==> src/rtl/frm_regbank.sv <==
module frm_regbank #(
  parameter int STAT_N = 10,
  parameter int FRM_N  = 3,
  parameter int LAT_N  = 2
) (
  input  logic                  clk,
  input  logic                  rst_n,
  input  logic                  addr_strap,
  input  logic                  wr_en,
  input  logic                  rd_en,
  input  logic [7:0]            addr,
  input  logic [7:0]            wdata,
  input  logic                  frame_begin,
  input  logic                  exp_done,
  input  logic [8*STAT_N-1:0]   stat_i,
  output logic [6:0]            dev_addr,
  output logic [7:0]            rd_data,
  output logic [7:0]            ctrl_o,
  output logic [15:0]           timing_o,
  output logic [15:0]           exp_time_o,
  output logic [8*FRM_N-1:0]    wb_gain_o,
  output logic [8*LAT_N-1:0]    lat_o,
  output logic                  exp_start,
  output logic                  slope_start
);
  localparam int A_CTRL = 8'h00;
  localparam int A_TIM  = 8'h01;
  localparam int A_EXP  = 8'h10;
  localparam int A_FRM  = 8'h37;
  localparam int A_STAT = 8'h46;
  localparam int A_LAT  = 8'h52;

  logic [7:0] ctrl_q;
  logic       exp_go;
  logic [1:0][7:0] tim_q, exp_q;
  logic [FRM_N-1:0][7:0] frm_sh, frm_act;
  logic [LAT_N-1:0][7:0] lat_sh, lat_act;
  logic [7:0] rd_mux;

  wire wr_ctrl = wr_en && addr == 8'(A_CTRL);

  assign dev_addr    = {6'b010000, addr_strap};
  assign ctrl_o      = ctrl_q;
  assign timing_o    = {tim_q[1], tim_q[0]};
  assign exp_time_o  = {exp_q[1], exp_q[0]};
  assign wb_gain_o   = frm_act;
  assign lat_o       = lat_act;
  assign exp_start   = exp_go;
  assign slope_start = ctrl_q[1];

  always_ff @(posedge clk) begin
    if (!rst_n) begin
      ctrl_q <= 8'h4A;
      exp_go <= 1'b0;
    end else begin
      ctrl_q[1] <= wr_ctrl && wdata[1];
      if (wr_ctrl) begin
        ctrl_q[0]   <= wdata[0];
        ctrl_q[6:3] <= wdata[6:3];
      end
      if (wr_ctrl && wdata[2])      ctrl_q[2] <= 1'b1;
      else if (exp_done)            ctrl_q[2] <= 1'b0;
      if (wr_ctrl && wdata[7])      ctrl_q[7] <= 1'b1;
      else if (frame_begin)         ctrl_q[7] <= 1'b0;
      exp_go <= wr_ctrl && wdata[2];
    end
  end

  genvar g;
  for (g = 0; g < 2; g++) begin : g_imm
    always_ff @(posedge clk) begin
      if (!rst_n) begin
        tim_q[g] <= (g == 0) ? 8'h41 : 8'h40;
        exp_q[g] <= 8'h00;
      end else if (wr_en) begin
        if (addr == 8'(A_TIM + g)) tim_q[g] <= wdata;
        if (addr == 8'(A_EXP + g)) exp_q[g] <= wdata;
      end
    end
  end

  for (g = 0; g < FRM_N; g++) begin : g_frm
    always_ff @(posedge clk) begin
      if (!rst_n) begin
        frm_sh[g]  <= 8'(8'h70 + 16 * g);
        frm_act[g] <= 8'(8'h70 + 16 * g);
      end else begin
        if (wr_en && addr == 8'(A_FRM + g)) frm_sh[g] <= wdata;
        if (frame_begin) frm_act[g] <= frm_sh[g];
      end
    end
  end

  for (g = 0; g < LAT_N; g++) begin : g_lat
    always_ff @(posedge clk) begin
      if (!rst_n) begin
        lat_sh[g]  <= (g == 0) ? 8'h0B : 8'h00;
        lat_act[g] <= (g == 0) ? 8'h0B : 8'h00;
      end else begin
        if (wr_en && addr == 8'(A_LAT + g)) lat_sh[g] <= wdata;
        if (frame_begin && ctrl_q[7]) lat_act[g] <= lat_sh[g];
      end
    end
  end

  always_comb begin
    rd_mux = 8'h00;
    if (addr == 8'(A_CTRL)) rd_mux = ctrl_q;
    for (int i = 0; i < 2; i++) begin
      if (addr == 8'(A_TIM + i)) rd_mux = tim_q[i];
      if (addr == 8'(A_EXP + i)) rd_mux = exp_q[i];
    end
    for (int i = 0; i < FRM_N; i++)
      if (addr == 8'(A_FRM + i)) rd_mux = frm_sh[i];
    for (int i = 0; i < LAT_N; i++)
      if (addr == 8'(A_LAT + i)) rd_mux = lat_sh[i];
    for (int i = 0; i < STAT_N; i++)
      if (addr == 8'(A_STAT + i)) rd_mux = stat_i[8*i +: 8];
  end

  always_ff @(posedge clk) begin
    if (!rst_n)      rd_data <= 8'h00;
    else if (rd_en)  rd_data <= rd_mux;
  end
endmodule


==> config.mk <==
export PLATFORM = sky130hd
export DESIGN_NAME = frm_regbank
export DESIGN_NICKNAME = d
export VERILOG_FILES = /design/src/rtl/frm_regbank.sv
export SDC_FILE = /design/constraint.sdc
export NUM_CORES = 1
export LEC_CHECK = 0
export CAP_MARGIN = 0
export CORE_MARGIN = 2
export CORE_UTILIZATION = 44
export DETAILED_ROUTE_END_ITERATION = 7
export HOLD_SLACK_MARGIN = 0.08
export PLACE_DENSITY = 0.84
export SKIP_CTS_REPAIR_TIMING = 1
export SLEW_MARGIN = 20
export SYNTH_ARGS = -nofsm -noshare
export SYNTH_HDL_FRONTEND = slang
export SYNTH_SLANG_ARGS = --single-unit
==> constraint.sdc <==
create_clock -name clk -period 1.8 [get_ports clk]
set_input_delay 0.36 -clock clk [delete_from_list [all_inputs] [get_ports clk]]
set_output_delay 0.36 -clock clk [all_outputs]
set_load 0.05 [all_outputs]
==> flow_metrics.py <==
metrics = {
    "detailed_routing": {
        "routed_wire_length_per_instance_um": 20.2,
        "met2RoutedLength_mm": 12.5,
        "route.vias.total": 7822,
        "drtAntennaViolNets": 0,
        "detail_route.vias_per_cell": 5.75,
        "dr.first_iter.drc_count": 803,
        "wirelength_mm": 27.5,
        "met3_wirelength_mm": 2.89,
        "detail_route.first_pass.iterations": 5,
        "drc": 0,
        "routed.top_layer": "met4",
        "wl_met1_mm": 11.0,
    },
    "layout": {
        "post_route_cell_area_sq_um": 10500,
        "layout.core_utilization_pct": 66.7,
        "finalNetCount": 1234,
        "n_antenna_cell": 0,
        "fillCellCount": 1257,
        "drive_gt1_share_pct": 29.5,
        "growth_of_design_area_from_synthesis_to_finish_pct": 49.8,
    },
    "timing": {
        "hold_viol_final": 0,
        "rsz_0062_raised_after_global_routing": "yes",
        "period_share_pct": 101,
        "post_layout_worst_setup_margin_ns": -0.0131,
        "worstMarginPinSlew_ns": 0.792,
        "max_freq_ghz": 0.552,
        "final-max-slew-violation-count": 0,
        "setup_viol": 1,
        "worst_slew_margin_pct": 47.2,
        "fin_skew_ns": 0.00771,
        "holdWs_ns": 0.464,
        "min_period_ns": 1.81,
    },
    "worst_setup_path": {
        "required_ns": 2.11,
        "worst-setup-path-type": "in -> reg",
        "crit_path_cell_trace": "buf_4, buf_4, and3b_1, and3_1, buf_4, a211oi_1, buf_4, o211a_1, o21ai_1",
        "critical-path-top-delay-family": "buffers and inverters",
        "worstPathArrival_ns": 2.12,
        "setup.worst_path.end_class": "flip-flop",
        "worstSetupStartpointType": "primary input",
        "worstPathBufferInverterCount": 4,
        "largest_fanout_on_the_critical_path": 16,
        "critical_path.most_common_cell": "sky130_fd_sc_hd__buf_4",
        "critical-path-max-stage-delay_ns": 0.32,
        "critical_path.slowest_cell": "sky130_fd_sc_hd__a211oi_1",
    },
    "clocking": {
        "tritoncts": "done",
        "clock_tree.root_cell": "sky130_fd_sc_hd__clkbuf_16",
        "tritoncts.num_buffers": 17,
        "clock_tree.buffer_depth": 2,
        "worstSkewPairLatency_ns": 0.42,
        "cts_htree_levels": 4,
        "post_cts_clock_slew_at_the_launch_and_capture_registers_of_the_worst_setup_and_hold_paths_ns": 0.06,
        "number_of_clock_sinks": 129,
    },
    "placement": {
        "place_worst_setup_slack_ns": -0.921,
        "io_buffers": 191,
        "routabilityCongestion": 1.01,
        "hpwlAfterDp_mm": 20.3,
        "detailed_place.area_sq_um": 9790,
    },
    "global_route": {
        "antenna_found_initial": 0,
        "maximum_number_of_pins_on_one_net_before_global_route_repair": 99,
        "via_count_of_the_first_global_routing_pass": 7327,
        "grt_overflow": 0,
        "track_usage_pct": 31.4,
        "first_pass_grt_wire_length_mm": 40.5,
    },
    "synthesis": {
        "synth_edf_count": 0,
        "ys.warnings.count": 0,
        "ys_ff_latch": 129,
        "syn-cell-area_sq_um": 6990,
        "postSynth.topFlopCell": "sky130_fd_sc_hd__dfxtp_1",
        "ys_seq_area_share_pct": 36.9,
        "synthCells": 840,
        "synthesis.area_per_instance_sq_um": 8.33,
        "synth.distinct_cells": 77,
        "synth_async_reset_ratio_pct": 0,
    },
    "power_and_ir_drop": {
        "total_leakage_power_uw": 0.00440,
        "power.density_nw_per_um2": 667,
        "ir_worst_vdd_mv": 0.591,
    },
    "floorplan": {
        "floorplan.die.width_um": 130,
        "core.rowCount": 46,
        "die_height_um": 130,
        "initial_standard_cell_utilization_of_the_core_pct": 44.5,
        "io-pin-count": 200,
        "die-area_sq_um": 16900,
        "core_region_area_sq_um": 15700,
    },
    "run": {
        "maxCapViolCount": 0,
    },
    "status": {
        "failed_checks": "negative setup slack",
        "run_status": "finished with violations",
    },
    "worst_hold_path": {
        "min-delay-path-class": "reg -> reg",
    },
}
-- synth_stat cells (3+ instances only) --
master	n	area, sq um
sky130_fd_sc_hd__a2111oi_0	4	35.0
sky130_fd_sc_hd__o211ai_1	3	22.5
sky130_fd_sc_hd__nand4_1	6	37.5
sky130_fd_sc_hd__nand2b_1	5	31.3
sky130_fd_sc_hd__a21boi_0	54	405
sky130_fd_sc_hd__a221oi_1	6	52.6
sky130_fd_sc_hd__o21bai_1	3	22.5
sky130_fd_sc_hd__inv_1	9	33.8
sky130_fd_sc_hd__o211a_1	4	40.0
sky130_fd_sc_hd__o22ai_1	4	25.0
sky130_fd_sc_hd__nor4bb_1	3	30.0
sky130_fd_sc_hd__a311oi_1	3	26.3
sky130_fd_sc_hd__a21o_1	3	22.5
sky130_fd_sc_hd__o32ai_1	3	26.3
sky130_fd_sc_hd__nor2b_1	52	325
sky130_fd_sc_hd__nor2_1	22	82.6
sky130_fd_sc_hd__nand3_1	44	220
sky130_fd_sc_hd__nor3_1	15	75.1
sky130_fd_sc_hd__clkbuf_1	39	146
sky130_fd_sc_hd__a22oi_1	6	45.0
sky130_fd_sc_hd__a21oi_1	31	155
sky130_fd_sc_hd__a211oi_1	4	30.0
sky130_fd_sc_hd__buf_1	4	15.0
sky130_fd_sc_hd__o221ai_1	3	26.3
sky130_fd_sc_hd__a31oi_1	11	68.8
sky130_fd_sc_hd__o21ai_0	30	150
sky130_fd_sc_hd__o21ai_1	3	15.0
sky130_fd_sc_hd__nand3b_1	3	22.5
sky130_fd_sc_hd__mux2i_1	61	611
sky130_fd_sc_hd__buf_2	17	85.1
sky130_fd_sc_hd__nand2_1	159	597
sky130_fd_sc_hd__dfxtp_1	129	2580
sky130_fd_sc_hd__mux4_2	4	90.1
sky130_fd_sc_hd__and3_1	5	31.3
sky130_fd_sc_hd__mux2_2	8	90.1
sky130_fd_sc_hd__and2_1	4	25.0
sky130_fd_sc_hd__buf_4	14	105
sky130_fd_sc_hd__a22o_1	3	26.3
sky130_fd_sc_hd__and3b_1	8	70.1
sky130_fd_sc_hd__nor4_1	4	25.0
-- cell type report --
cell class,instances,area (sq um),area share [%]
flip-flops and latches,129,2580,24.6
repair buffers,343,2850,27.2
multi-input cells,629,4200,40.0
clock inverters,11,83.8,0.800
well taps,216,270,2.58
inverters,11,45.0,0.430
clock buffers,21,450,4.30
-- cell families (layout without fill, tap and decap cells) --
kind of cell	after synthesis	after routing	share of synthesized area, %
AO/OA/AOI/OAI	198	198	19.9
buffers and inverters	87	386	5.85
flip-flops	129	129	36.9
multiplexers	73	73	11.3
other	2	6	0.107
AND/OR/NAND/NOR	351	352	25.9
-- per-layer routing --
layer | vias to the layer above | track usage, %
li1 | 3567 | -
met1 | 3653 | 40.7
met2 | 516 | 51.6
met3 | 86 | 5.66
met4 | 0 | 13.2
met5 | - | 0
-- through the flow --
stage	cells	total power (uW)	TNS, ns
finish	1360	6990	-0.0131
floorplan	844	3370	-0.0870
global placement	1326	3870	-54.94
global route	1360	7180	-0.105
CTS	1358	6950	-19.69
detailed placement	1326	3870	-56.27
-- worst min-delay path, delay by kind of cell, from the launching register on --
kind / cells / cell delay [ns]
AND/OR/NAND/NOR: 1 / 0.04
flip-flops: 1 / 0.31
AO/OA/AOI/OAI: 1 / 0.06
-- where the power goes --
| group | switching, uW | internal [uW] | total (uW) |
|---|---|---|---|
| Clock | 1320 | 1800 | 3120 |
| Sequential | 7.62 | 2860 | 2870 |
| Combinational | 505 | 489 | 995 |
| Total | 1830 | 5160 | 6990 |
-- cells in the final DEF (no fill, tap or decap), types with 4 or more instances in the layout --
master,n
sky130_fd_sc_hd__nor4_1,4
sky130_fd_sc_hd__clkdlybuf4s50_1,92
sky130_fd_sc_hd__mux4_2,4
sky130_fd_sc_hd__nor2_1,20
sky130_fd_sc_hd__dfxtp_1,129
sky130_fd_sc_hd__nor3_2,5
sky130_fd_sc_hd__inv_1,9
sky130_fd_sc_hd__o22ai_1,4
sky130_fd_sc_hd__mux2_2,8
sky130_fd_sc_hd__o211a_1,4
sky130_fd_sc_hd__nand2b_1,4
sky130_fd_sc_hd__a21oi_1,30
sky130_fd_sc_hd__a22oi_1,6
sky130_fd_sc_hd__o21ai_0,30
sky130_fd_sc_hd__and3b_1,8
sky130_fd_sc_hd__nor2b_1,51
sky130_fd_sc_hd__a21boi_0,54
sky130_fd_sc_hd__nand4_1,6
sky130_fd_sc_hd__and3_1,5
sky130_fd_sc_hd__conb_1,6
sky130_fd_sc_hd__clkbuf_16,17
sky130_fd_sc_hd__nand3_1,44
sky130_fd_sc_hd__a221oi_2,4
sky130_fd_sc_hd__buf_4,237
sky130_fd_sc_hd__clkinv_4,5
sky130_fd_sc_hd__clkbuf_2,4
sky130_fd_sc_hd__a31oi_1,11
sky130_fd_sc_hd__buf_12,4
sky130_fd_sc_hd__nor3_1,11
sky130_fd_sc_hd__nand2_1,159
sky130_fd_sc_hd__mux2i_1,61
-- worst paths after layout --
check	from	end	slack (ns)	depth (start not counted)
setup / recovery	addr[1]	rd_data[4]	-0.01	9
hold / removal	lat_o[6]	lat_o[6]	0.46	2
setup reg to reg	ctrl_o[4]	rd_data[4]	0	7
hold reg to reg	lat_o[6]	lat_o[6]	0.46	2
-- flip-flops by register name (all words and copies together) (netlist names) --
| name | cells |
|---|---|
| lat_sh | 16 |
| exp_time_o | 16 |
| wb_gain_o | 24 |
| exp_start | 1 |
| timing_o | 16 |
| ctrl_o | 8 |
| frm_sh | 24 |
| rd_data | 8 |
| lat_o | 16 |
No activity file was read; power rests on OpenSTA's default activity.
